$ cat config.mk
export PLATFORM = sky130hd
export DESIGN_NAME = dbi_write_gen
export DESIGN_NICKNAME = d
export VERILOG_FILES = /design/src/rtl/dbi_wr_pkg.sv /design/src/rtl/dbi_tick_div.sv /design/src/rtl/dbi_word_fmt.sv /design/src/rtl/dbi_cycle_seq.sv /design/src/rtl/dbi_write_gen.sv
export SDC_FILE = /design/constraint.sdc
export NUM_CORES = 1
export LEC_CHECK = 0
export CAP_MARGIN = 10
export CORE_AREA = 3 3 124 126
export CTS_CLUSTER_SIZE = 30
export DETAILED_ROUTE_END_ITERATION = 16
export DIE_AREA = 0 0 127 129
export PLACE_DENSITY = 0.82
export SETUP_SLACK_MARGIN = 0.1
export SLEW_MARGIN = 25
export SYNTH_ARGS = -nofsm -noshare
export SYNTH_HDL_FRONTEND = slang
export SYNTH_SLANG_ARGS = --single-unit
$ cat constraint.sdc
create_clock -name clk -period 3.3 [get_ports clk]
set_clock_uncertainty 0.1 [all_clocks]
set_input_delay 0.66 -clock clk [delete_from_list [all_inputs] [get_ports clk]]
set_output_delay 0.66 -clock clk [all_outputs]
set_load 0.02 [all_outputs]
$ cat src/rtl/dbi_wr_pkg.sv
package dbi_wr_pkg;

    localparam int TICK_W = 8;
    localparam int DIV_W  = 8;

    typedef enum logic [1:0] {
        BUS_A_FIXED   = 2'd0,
        BUS_A_CLOCKED = 2'd1,
        BUS_B         = 2'd2,
        BUS_BAD       = 2'd3
    } bus_kind_e;

    typedef enum logic [1:0] {
        ORD_NONE  = 2'd0,
        ORD_HALF  = 2'd1,
        ORD_WORD  = 2'd2,
        ORD_SPARE = 2'd3
    } byte_order_e;

    typedef struct packed {
        logic [TICK_W-1:0] period;
        logic [TICK_W-1:0] wr_on;
        logic [TICK_W-1:0] wr_off;
        logic [TICK_W-1:0] cs_on;
        logic [TICK_W-1:0] cs_off;
    } tick_plan_t;

    typedef struct packed {
        logic csx;
        logic wrx;
        logic e;
    } pin_set_t;

    function automatic logic plan_invalid(tick_plan_t p, logic [1:0] kind);
        return (kind == BUS_BAD)
            || (p.wr_on >= p.wr_off)
            || (p.cs_on >= p.cs_off)
            || (p.wr_off >= p.period)
            || (p.cs_off >= p.period);
    endfunction

    // Map the two timing windows onto physical pins for a given bus kind.
    function automatic pin_set_t pins_for(logic [1:0] kind, logic busy,
                                          logic cs_win, logic wr_win,
                                          logic e_lvl);
        pin_set_t p;
        p.csx = 1'b1;
        p.wrx = 1'b1;
        p.e   = 1'b0;
        case (bus_kind_e'(kind))
            BUS_A_FIXED: begin
                p.csx = ~(busy & cs_win);
                p.e   = e_lvl;
            end
            BUS_A_CLOCKED: begin
                p.csx = ~busy;
                p.e   = busy & wr_win;
            end
            BUS_B: begin
                p.csx = ~(busy & cs_win);
                p.wrx = ~(busy & wr_win);
            end
            default: ;
        endcase
        return p;
    endfunction

endpackage

$ cat src/rtl/dbi_tick_div.sv
module dbi_tick_div
    import dbi_wr_pkg::*;
#(
    parameter int W = DIV_W
) (
    input  logic         clk,
    input  logic         rst,
    input  logic         clear,
    input  logic         run,
    input  logic [W-1:0] div,
    output logic         tick
);
    logic [W-1:0] cnt_q;
    logic [W-1:0] last;

    assign last = (div == '0) ? '0 : div - W'(1);
    assign tick = run && (cnt_q >= last);

    always_ff @(posedge clk) begin
        if (rst || clear || !run) begin
            cnt_q <= '0;
        end else if (cnt_q >= last) begin
            cnt_q <= '0;
        end else begin
            cnt_q <= cnt_q + W'(1);
        end
    end
endmodule

$ cat src/rtl/dbi_word_fmt.sv
module dbi_word_fmt
    import dbi_wr_pkg::*;
#(
    parameter int NBYTES = 4,
    localparam int DW = 8 * NBYTES
) (
    input  logic [DW-1:0] din,
    input  logic [1:0]    order,
    input  logic          bgr,
    output logic [DW-1:0] dout
);
    logic [DW-1:0] ord;

    for (genvar b = 0; b < NBYTES; b++) begin : g_ord
        localparam int HB = ((b ^ 1) < NBYTES) ? (b ^ 1) : b;
        localparam int WB = NBYTES - 1 - b;
        always_comb begin
            case (byte_order_e'(order))
                ORD_HALF: ord[b*8 +: 8] = din[HB*8 +: 8];
                ORD_WORD: ord[b*8 +: 8] = din[WB*8 +: 8];
                default:  ord[b*8 +: 8] = din[b*8 +: 8];
            endcase
        end
    end

    if (NBYTES >= 3) begin : g_swz
        for (genvar b = 0; b < NBYTES; b++) begin : g_b
            localparam int SB = (b == 0) ? 2 : ((b == 2) ? 0 : b);
            assign dout[b*8 +: 8] = bgr ? ord[SB*8 +: 8] : ord[b*8 +: 8];
        end
    end else begin : g_noswz
        assign dout = ord;
    end
endmodule

$ cat src/rtl/dbi_cycle_seq.sv
module dbi_cycle_seq
    import dbi_wr_pkg::*;
(
    input  logic       clk,
    input  logic       rst,
    input  logic       start,
    input  logic       tick,
    input  tick_plan_t plan,
    output logic       busy,
    output logic       cs_win,
    output logic       wr_win
);
    logic [TICK_W-1:0] idx_q;
    logic              busy_q;
    logic              at_end;

    assign at_end = (idx_q == plan.period - TICK_W'(1));

    always_ff @(posedge clk) begin
        if (rst) begin
            busy_q <= 1'b0;
            idx_q  <= '0;
        end else if (start) begin
            busy_q <= 1'b1;
            idx_q  <= '0;
        end else if (busy_q && tick) begin
            if (at_end) begin
                busy_q <= 1'b0;
                idx_q  <= '0;
            end else begin
                idx_q <= idx_q + TICK_W'(1);
            end
        end
    end

    assign busy   = busy_q;
    assign cs_win = busy_q && (idx_q >= plan.cs_on) && (idx_q < plan.cs_off);
    assign wr_win = busy_q && (idx_q >= plan.wr_on) && (idx_q < plan.wr_off);
endmodule

$ cat src/rtl/dbi_write_gen.sv
module dbi_write_gen
    import dbi_wr_pkg::*;
#(
    parameter int NBYTES = 4,
    localparam int DW = 8 * NBYTES
) (
    input  logic              clk,
    input  logic              rst,
    input  logic [1:0]        cfg_bus_kind,
    input  logic [DIV_W-1:0]  cfg_div,
    input  logic [TICK_W-1:0] cfg_period,
    input  logic [TICK_W-1:0] cfg_wr_on,
    input  logic [TICK_W-1:0] cfg_wr_off,
    input  logic [TICK_W-1:0] cfg_cs_on,
    input  logic [TICK_W-1:0] cfg_cs_off,
    input  logic [1:0]        cfg_order,
    input  logic              cfg_bgr,
    input  logic              cfg_e_level,
    input  logic              in_valid,
    input  logic [DW-1:0]     in_data,
    output logic              in_ready,
    output logic              cfg_err,
    output logic              dbi_csx,
    output logic              dbi_wrx,
    output logic              dbi_e,
    output logic [DW-1:0]     dbi_data
);
    tick_plan_t       live_plan;
    tick_plan_t       lat_plan;
    logic [1:0]       lat_kind;
    logic [DIV_W-1:0] lat_div;
    logic             lat_elev;
    logic [DW-1:0]    data_q;
    logic [DW-1:0]    fmt_word;
    logic             busy;
    logic             tick;
    logic             cs_win;
    logic             wr_win;
    logic             accept;
    pin_set_t         pins;

    assign live_plan = '{period: cfg_period, wr_on: cfg_wr_on, wr_off: cfg_wr_off,
                         cs_on: cfg_cs_on, cs_off: cfg_cs_off};
    assign cfg_err   = plan_invalid(live_plan, cfg_bus_kind);
    assign in_ready  = !busy && !cfg_err;
    assign accept    = in_valid && in_ready;

    always_ff @(posedge clk) begin
        if (rst) begin
            lat_plan <= '0;
            lat_kind <= BUS_A_FIXED;
            lat_div  <= '0;
            lat_elev <= 1'b0;
            data_q   <= '0;
        end else if (accept) begin
            lat_plan <= live_plan;
            lat_kind <= cfg_bus_kind;
            lat_div  <= cfg_div;
            lat_elev <= cfg_e_level;
            data_q   <= fmt_word;
        end
    end

    dbi_word_fmt #(.NBYTES(NBYTES)) u_fmt (
        .din   (in_data),
        .order (cfg_order),
        .bgr   (cfg_bgr),
        .dout  (fmt_word)
    );

    dbi_tick_div #(.W(DIV_W)) u_div (
        .clk   (clk),
        .rst   (rst),
        .clear (accept),
        .run   (busy),
        .div   (lat_div),
        .tick  (tick)
    );

    dbi_cycle_seq u_seq (
        .clk    (clk),
        .rst    (rst),
        .start  (accept),
        .tick   (tick),
        .plan   (lat_plan),
        .busy   (busy),
        .cs_win (cs_win),
        .wr_win (wr_win)
    );

    // While idle, the live bus kind decides the resting E level.
    assign pins = busy ? pins_for(lat_kind, 1'b1, cs_win, wr_win, lat_elev)
                       : pins_for(cfg_bus_kind, 1'b0, 1'b0, 1'b0, cfg_e_level);

    assign dbi_csx  = pins.csx;
    assign dbi_wrx  = pins.wrx;
    assign dbi_e    = pins.e;
    assign dbi_data = data_q;
endmodule

[Yosys cells after proc, flatten, opt, wreduce, memory -nomap -nowiden]
Index checks and enable logic that the tools add are counted.
Cells by class
  $add $sub $neg: 4
  multipliers: 0
  div/mod/pow operators: 0
  magnitude comparators: 9
  equality and inequality tests: 6
  shift operators: 0
  muxes and demuxes: 16
  bitwise gates (word level): 2
  reduce and logical (&&, ||, !) cells: 25
Operators with widths (number)
  one-hot mux 8 bit (2 select lines): 4
  greater-or-equal comparator 8 bit: 7
  2-to-1 mux 8 bit: 4
  adder 8 x 1 -> 8 bit (second input constant): 2
  < comparator 8 bit: 2
  subtractor 8 x 1 -> 8 bit (second input constant): 2
  == test 8 bit: 1
  logical AND 1 bit: 8
  logical NOT 8 bit: 1
  == test 2 bit (second input constant): 3
  logical OR 1 bit: 6
  OR reduction 2 bit: 3
  2-to-1 mux 1 bit: 5
  == test 2 x 1 -> 1 bit (second input constant): 2
  logical NOT 2 bit: 2
  one-hot mux 1 bit (2 select lines): 2
  nonzero test 2 bit: 2
  2-to-1 mux 3 bit: 1
  logical NOT 1 bit: 2
  NOT 1 bit: 2
  AND reduction 2 bit: 1
Storage, ports and cells
  register bits: 100
  latch bits: 0
  RAM bits: 0
  ROM bits: 0
  bits of input ports: 89
  output and inout port bits: 37
  memories kept: 0

[Longest topological paths before layout]
Gate-level depths: netlist (run 1).
  depth in word-level cells: 11
  depth in mapped cells: 13

[By module]
A second synthesis (run 1) with hierarchy kept.
Unflattened totals
  cell total of the unflattened synthesis: 829
  area total of the unflattened synthesis: 7536.0 µm²
Modules (own cells, without submodules)
  dbi_write_gen: times used 1, cells each 478, area an instance 4631.9 µm², seq. area each 1661.6 µm²
  dbi_cycle_seq: times used 1, cells each 174, area an instance 1366.3 µm², seq. area each 180.2 µm²
  dbi_word_fmt: times used 1, cells each 97, area an instance 880.8 µm², seq. area each 0.0 µm²
  dbi_tick_div: times used 1, cells each 80, area an instance 656.9 µm², seq. area each 160.2 µm²

[Worst setup path before layout (run 1)]
OpenSTA, ideal clock, no wires.
  path type: input -> output
  start: input port cfg_period[2]
  end: output port in_ready
  data arrival time: 2.448 ns
  path slack: 0.092 ns
  stages: 11
  buffers on the path: 3
  cell sequence: inv_1 ha_1 a211o_1 a31oi_1 o32ai_1 and4b_1 buf_6 inv_4 buf_12 buf_6 nor2_1
Between the ends
  longest elaborated chain between the ends: 5
  elaborated cells on any way between the ends: 6
  those cells by class: order compare: 2; reduce/logical: 4
Ends and longest elaborated chain
  start, declared: RTL line dbi_write_gen.sv:11  | input logic [TICK_W-1:0] cfg_period,
  greater-or-equal comparator 8 bit: RTL line dbi_wr_pkg.sv:38  | || (p.wr_off >= p.period)
  logical OR 1 bit: RTL line dbi_wr_pkg.sv:38
  logical OR 1 bit *: RTL line dbi_wr_pkg.sv:39  | || (p.cs_off >= p.period);
  via cfg_err: RTL line dbi_write_gen.sv:22  | output logic cfg_err,
  logical NOT 1 bit *: RTL line dbi_write_gen.sv:45  | assign in_ready = !busy && !cfg_err;
  logical AND 1 bit *: RTL line dbi_write_gen.sv:45
  end, declared: RTL line dbi_write_gen.sv:21  | output logic in_ready,
The timed path passes the listed nets; every way through them passes the cells marked *.

[Worst setup path after layout (run 1)]
  start: register lat_div[3]
  end: register u_seq.idx_q[7]
Between the ends
  longest elaborated chain between the ends: 5
  elaborated cells on any way between the ends: 6
  those cells by class: add/sub: 1; order compare: 1; mux: 1; reduce/logical: 3
Ends and longest elaborated chain
  start, declared: RTL line dbi_write_gen.sv:31  | logic [DIV_W-1:0] lat_div;
  start signal, assigned: RTL line dbi_write_gen.sv:58  | lat_div <= cfg_div;
  subtractor 8 x 1 -> 8 bit / logical NOT 8 bit (equally long branches): RTL line dbi_tick_div.sv:16  | assign last = (div == '0) ? '0 : div - W'(1);
  2-to-1 mux 8 bit *: RTL line dbi_tick_div.sv:16
  greater-or-equal comparator 8 bit *: RTL line dbi_tick_div.sv:17  | assign tick = run && (cnt_q >= last);
  logical AND 1 bit *: RTL line dbi_tick_div.sv:17
  logical AND 1 bit *: RTL line dbi_cycle_seq.sv:26  | end else if (busy_q && tick) begin
  end signal, assigned: RTL line dbi_cycle_seq.sv:31  | idx_q <= idx_q + TICK_W'(1);
  end, declared: RTL line dbi_cycle_seq.sv:13  | logic [TICK_W-1:0] idx_q;
Mark *: on every way between the ends. The rest lies on a longest branch, timed or not.
A chain may end at the register's enable or synchronous reset.

==> reports/metrics.csv, run 1 <==
metric,value,unit
status,"finished, final reports clean",
die footprint,16380,sq um
register area,2003,sq um
Critical Path Max Stage Delay,0.52,ns
Core Region,14420,sq um
Tcrit/Tclk final,0.9766,
total CTS buffers,9,
Syn Nets,1051,
CP top delay family,simple AND/OR/NAND/NOR gates,
Yosys top cell by area,dfxtp_1,
post-synthesis cell area,6808,sq um
Antenna diodes,0,
Chip Width,127,um
area grow syn2layout,36.08,%
routed len/inst,17.89,um
DRT antenna net count,0,
Synth top cells by count,"a21oi_1 (114), dfxtp_1 (100), nand3_1 (83), ha_1 (76), inv_1 (65)",
largest net degree at the start of global routing,86,
Routed WL,21910,um
dpl hpwl,14780,um
Overflow after GRT,0,
final RePlAce weighted congestion,0.9125,
CP max FO,5,
CTS Buffer Depth,2,
Synth Instances,886,
TritonCTS clock tree,yes,
Internal,0.002178,W
maxcap violations,0,
Die Span Y,129,um
Initial Util,0.4720,
setup tns final,0,ns
initial antenna violation count,0,
Post-CTS Hold Buffers,0,
"Avg Cell Area, Syn",7.684,sq um
Worst EP required,3.47,ns
final routed DRC violation total,0,
worst path cell trace,"nor2_1, nand2_4, or3_4, or3_4, and2_4, ha_4, nand2b_4, a211oi_4, o211ai_2, nand3_2, or4_4, a211oi_2",
CP Class,flop to flop,
CP most frequent cell,or3_4,
via count,7387,
Final Hold Vio Count,0,
CTS H-tree lvls,3,
"FF+latch count, synth",100,
fillers,1145,
Hold Crit Class,flop to flop,
Tightest Pin Transition,0.8032,ns
worst path arrival time,3.39,ns
P_leak,3.615,nW
sequential fraction of the synthesis area,0.2941,
Peak VDD IR,0.0003330,V
IO Count,126,
# rows,44,
Tmin final,3.223,ns
ys flop type,dfxtp_1,
"FFs w/ async S/R, synth",0,
Worst slew margin,0.4645,
nets@finish,1201,
multi-input logic area,4624,sq um
"Buf+Inv Stages, Crit Path",0,
vias in the first global route,6520,
via-per-instance ratio,6.030,
total track usage,0.2480,
CTS root buf,clkbuf_16,
DR iter-0 viols,589,
clock-pin slew of the registers on the worst-case setup and hold paths,0.08,ns
type of destination of the critical path,flop,
Layout Utilization,0.6423,
Pwr Density,347.4,nW/um^2
clock insertion delay at the later pin of the skew report,0.35,ns
fmax,0.3103,GHz
slowest CP cell,or4_4,
final setup fails,0,
RSZ-0062 raised after global routing,true,
share of layout cells above drive strength 1,0.1720,
most common cell in the netlist,a21oi_1,
Sw Share,0.3232,
number of synthesized flops with an enable pin,0,
Synth warnings,0,
post-synth top area share,0.2941,
sequential power share,0.393,
first-pass GRT wire length,32950,um
Pre-antenna DRT Iters,8,
R2R Setup Slk,0.08,ns
Sw Pwr,0.001040,W
combinational power share,0.289,
Clock Power Share,0.318,
"Slew Viols, Final",0,
CP startpoint kind,flop,
Area contributors post-synth,"dfxtp_1 (29%), ha_1 (14%), a21oi_1 (8.4%)",
Sink Count,100,
Buffers on Ports,125,
Cell variety after synth,54,
-- state kept, by name, summed over array words and instances (netlist names) --
name / cells
dbi_data: 32
lat_kind: 2
u_div.cnt_q: 8
u_seq.idx_q: 8
lat_div: 8
lat_plan: 40
lat_elev: 1
u_seq.busy: 1
-- worst paths after layout --
kind	cells past startpoint	end	from
worst min-delay path	2	lat_plan[15]	lat_plan[15]
worst max register to register	12	u_seq.idx_q[7]	lat_div[3]
worst min register to register	2	lat_plan[15]	lat_plan[15]
worst max-delay path	12	u_seq.idx_q[7]	lat_div[3]
-- stage by stage --
stage	total power, W	cells	setup WS, ns	cell area, sq um	hold slack, ns
2_1_floorplan	0.001758	886	0.1331	6810	0.3372
3_3_place_gp	0.002077	1204	-0.6474	8578	0.3523
3_5_place_dp	0.002094	1204	-0.7122	8578	0.3692
4_1_cts	0.003119	1222	0.02767	8967	0.3783
5_1_grt	0.003338	1225	0.02669	9264	0.3991
6_report	0.003218	1225	0.07716	9264	0.3844
-- what timing repair did --
item | CTS | global route
buffers inserted | 2 | 4
endpoints found under the setup margin | 103 | 104
gates resized for setup | 83 | 75
pin swaps | 23 | 35
-- cell usage in the layout, fill, tap and decap left out, drive strengths merged, types with 4 or more instances in the layout --
cell and instances:
dlygate4sd2 16, buf 86, xor2 11, a22oi 33, dlymetal6s2s 9, mux2i 18
o21ai 91, o211ai 6, a31oi 4, ha 76, nand2 39, nand3 83
clkbuf 18, dfxtp 100, nand2b 8, nor2 40, and3 5, xnor2 12
clkdlybuf4s50 82, inv 69, o21a 4, clkdlybuf4s15 6, a21oi 114, a21o 6
o31ai 6, nor3 48, nand4 4, nor4 6, a211oi 4, a211o 5
-- final cells by class --
class | count | area share
multi-input cells | 652 | 0.4992
flip-flops and latches | 100 | 0.2162
repair buffers | 206 | 0.2025
inverters | 67 | 0.02742
clock buffers | 11 | 0.02512
well taps | 184 | 0.02485
clock inverters | 5 | 0.004727
-- logic make-up after synthesis --
kind of cell,share of synthesized area
flops,0.2941
mux,0.02647
simple gates,0.1823
compound gates,0.2424
buf+inv,0.08546
fa+ha+maj,0.1397
xor+xnor,0.02959
-- worst reg2reg max path: stages, from the launching register on --
cell and delay, ns:
dfxtp_1 0.33, nor2_1 0.23, nand2_4 0.08, or3_4 0.34, or3_4 0.41, and2_4 0.16, ha_4 0.26, nand2b_4 0.12
a211oi_4 0.06, o211ai_2 0.22, nand3_2 0.10, or4_4 0.52, a211oi_2 0.22
-- power by group through the flow --
stage | Sequential (W) | Clock, W | Combinational, W
after global placement | 0.00129 | 0 | 0.000787
after CTS | 0.00126 | 0.00102 | 0.000836
after floorplan | 0.00130 | 0 | 0.000455
final | 0.00126 | 0.00102 | 0.000931
after detailed placement | 0.00129 | 0 | 0.000804
after global routing | 0.00127 | 0.00107 | 0.00100
-- layer usage --
| metal | wire, um | vias to the layer above | share of wire | GRT usage |
|---|---|---|---|---|
| li1 | - | 3499 | - | - |
| met1 | 9074 | 3490 | 0.41 | 0.3208 |
| met2 | 10380 | 328 | 0.47 | 0.4072 |
| met3 | 1642 | 70 | 0.075 | 0.05023 |
| met4 | 823 | 0 | 0.038 | 0.09842 |
| met5 | 0 | - | 0 | 0 |
(Power assumes the default switching activity.)
==> run 2, diff against run 1 <==
--- a/config.mk
+++ b/config.mk
@@ -6,11 +6,11 @@
 export NUM_CORES = 1
 export LEC_CHECK = 0
 export CAP_MARGIN = 10
-export CORE_AREA = 3 3 124 126
+export CORE_AREA = 3 3 127 129
 export CTS_CLUSTER_SIZE = 30
 export DETAILED_ROUTE_END_ITERATION = 16
-export DIE_AREA = 0 0 127 129
-export PLACE_DENSITY = 0.82
+export DIE_AREA = 0 0 130 132
+export PLACE_DENSITY = 0.79
 export SETUP_SLACK_MARGIN = 0.1
 export SLEW_MARGIN = 25
 export SYNTH_ARGS = -nofsm -noshare
==> run 2 against run 1 <==
Compared with the run above: sequential share of layout area is 0.15 points higher; cell count hardly changed; via count is 4.1% lower; first-iteration DRC count is 22% lower; clock power hardly changed; sequential cell count stayed put.
==> reports/metrics.csv, run 2 (synthesis results as in run 1) <==
metric,value,unit,change
total CTS buffers,9,,unchanged
share of layout cells above drive strength 1,0.1753,,+0.003387
clock insertion delay at the later pin of the skew report,0.35,ns,about the same
Critical Path Max Stage Delay,0.53,ns,about the same
largest net degree at the start of global routing,83,,-3.5%
DR iter-0 viols,461,,-22%
TritonCTS clock tree,yes,,
Layout Utilization,0.6078,,-0.03450
nets@finish,1199,,-0.17%
Buffers on Ports,125,,unchanged
dpl hpwl,15010,um,+1.6%
max reg flops,40,,unchanged
Antenna diodes,0,,unchanged
type of destination of the critical path,flop,,
Die Span Y,132,um,+2.3%
Routed WL,20940,um,-4.4%
Post-CTS Hold Buffers,0,,unchanged
status,"finished, final reports clean",,
Cells after DPL,1208,,+0.33%
final RePlAce weighted congestion,0.9130,,about the same
sequential power share,0.396,,+0.003
die footprint,17160,sq um,+4.7%
area grow syn2layout,35.21,%,
# rows,45,,+2.3%
Chip Width,130,um,+2.4%
total track usage,0.2355,,-0.01249
Reg with most FFs,lat_plan,,
"commonest cells after routing, fill and taps aside","a21oi_1 (110), dfxtp_1 (98), nand3_1 (82), clkdlybuf4s50_1 (82), buf_4 (70)",,
maxcap violations,0,,unchanged
combinational power share,0.282,,-0.007
PnR worst setup slack,0.09450,ns,+0.01734 ns
via count,7087,,-4.1%
P_leak,3.598,nW,-0.48%
Overflow after GRT,0,,unchanged
CTS Buffer Depth,2,,unchanged
pre-CTS WS,-0.6921,ns,+0.02007 ns
Tightest Pin Transition,0.9559,ns,+0.1527 ns
CTS root buf,clkbuf_16,,
Sw Pwr,0.001002,W,-3.7%
worst path arrival time,3.38,ns,about the same
worst path cell trace,"inv_2, ha_4, nand2_2, or3_4, or3_4, and2_4, ha_4, nand2b_4, a211oi_4, o211ai_2, nand3_2, or4_4, a211oi_2",,
CP startpoint kind,flop,,
Sink Count,100,,unchanged
fmax,0.3120,GHz,+0.54%
Peak VDD IR,0.0002266,V,-32%
Non-Filler Instances,1226,,+0.082%
CTS H-tree lvls,3,,unchanged
vias in the first global route,6581,,+0.94%
via-per-instance ratio,5.781,,-4.1%
Tmin final,3.205,ns,-0.01734 ns
final setup fails,0,,unchanged
Pwr Density,346.5,nW/um^2,-0.26%
routed len/inst,17.08,um,-4.5%
Final Hold Vio Count,0,,unchanged
"Slew Viols, Final",0,,unchanged
final routed DRC violation total,0,,unchanged
DRT antenna net count,0,,unchanged
"most common cell after layout, fill and taps aside",a21oi_1,,
CP max FO,6,,+1
Hold Crit Class,flop to flop,,
Core Region,15150,sq um,+5.0%
clock-pin slew of the registers on the worst-case setup and hold paths,0.07,ns,about the same
Sw Share,0.3141,,-0.009095
initial antenna violation count,0,,unchanged
Worst EP required,3.47,ns,about the same
Worst slew margin,0.3627,,-0.1018
Pre-antenna DRT Iters,6,,-2
Hold WS,0.3766,ns,-0.007858 ns
slowest CP cell,or4_4,,
first-pass GRT wire length,33000,um,+0.15%
Initial Util,0.4495,,-0.02250
fillers,1289,,+13%
Clock Power Share,0.323,,+0.005
Tcrit/Tclk final,0.9714,,-0.005254
Internal,0.002188,W,+0.44%
RSZ-0062 raised after global routing,true,,
IO Count,126,,unchanged
CP Class,flop to flop,,
## run 2: routing by layer
metal / routed length, um / share of wire / vias to the layer above / global-route usage
met4: 524 / 0.025 / 0 / 0.07910
met5: 0 / 0 / - / 0
met2: 9965 / 0.48 / 235 / 0.3705
met1: 9088 / 0.43 / 3321 / 0.3174
met3: 1361 / 0.065 / 34 / 0.05389
li1: - / - / 3497 / -
## run 2: path summary, 6_finish.rpt
| path | startpoint | end | slack (ns) | cells after the start |
|---|---|---|---|---|
| worst min register to register | lat_plan[17] | lat_plan[17] | 0.38 | 2 |
| worst max-delay path | lat_div[1] | u_seq.idx_q[7] | 0.09 | 13 |
| worst max register to register | lat_div[1] | u_seq.idx_q[7] | 0.09 | 13 |
| worst min-delay path | lat_plan[17] | lat_plan[17] | 0.38 | 2 |
## run 2: worst max-delay path: cells and delay by family, from the launching register on
kind | cells | cell delay, ns
AO/OA/AOI/OAI | 3 | 0.52
adder cells (fa/ha/maj) | 2 | 0.39
buffers and inverters | 1 | 0.07
flip-flops | 1 | 0.34
AND/OR/NAND/NOR | 7 | 1.72
## run 2: cell type report
cell class	count	area, sq um	share of cell area
multi-input combinational	652	4574	0.4969
tap	188	235.2	0.02555
timing repair buffer	204	1853	0.2013
clock buffer	10	239.0	0.02596
sequential	100	2004	0.2178
clock inverter	5	45.04	0.004893
inverter	67	254.0	0.02759
## run 2: timing repair
item                                    CTS  global route
buffers inserted                          1             2
pin swaps                                21            25
endpoints found under the setup margin  103           102
resized for setup                        91            74
## run 2: power groups by stage
stage	Combinational (W)	Sequential, W	Clock (W)
final	0.000898	0.00126	0.00103
after global routing	0.000979	0.00127	0.00109
after CTS	0.000844	0.00126	0.00104
after detailed placement	0.000810	0.00129	0
after global placement	0.000795	0.00129	0
after floorplan	0.000455	0.00130	0
## run 2: through the flow
stage	setup TNS [ns]	cell area, sq um	power [W]
finish	0	9205	0.003189
CTS	0	9021	0.003147
global placement	-35.79	8583	0.002084
floorplan	0	6810	0.001758
global route	0	9205	0.003337
detailed placement	-39.83	8583	0.002100
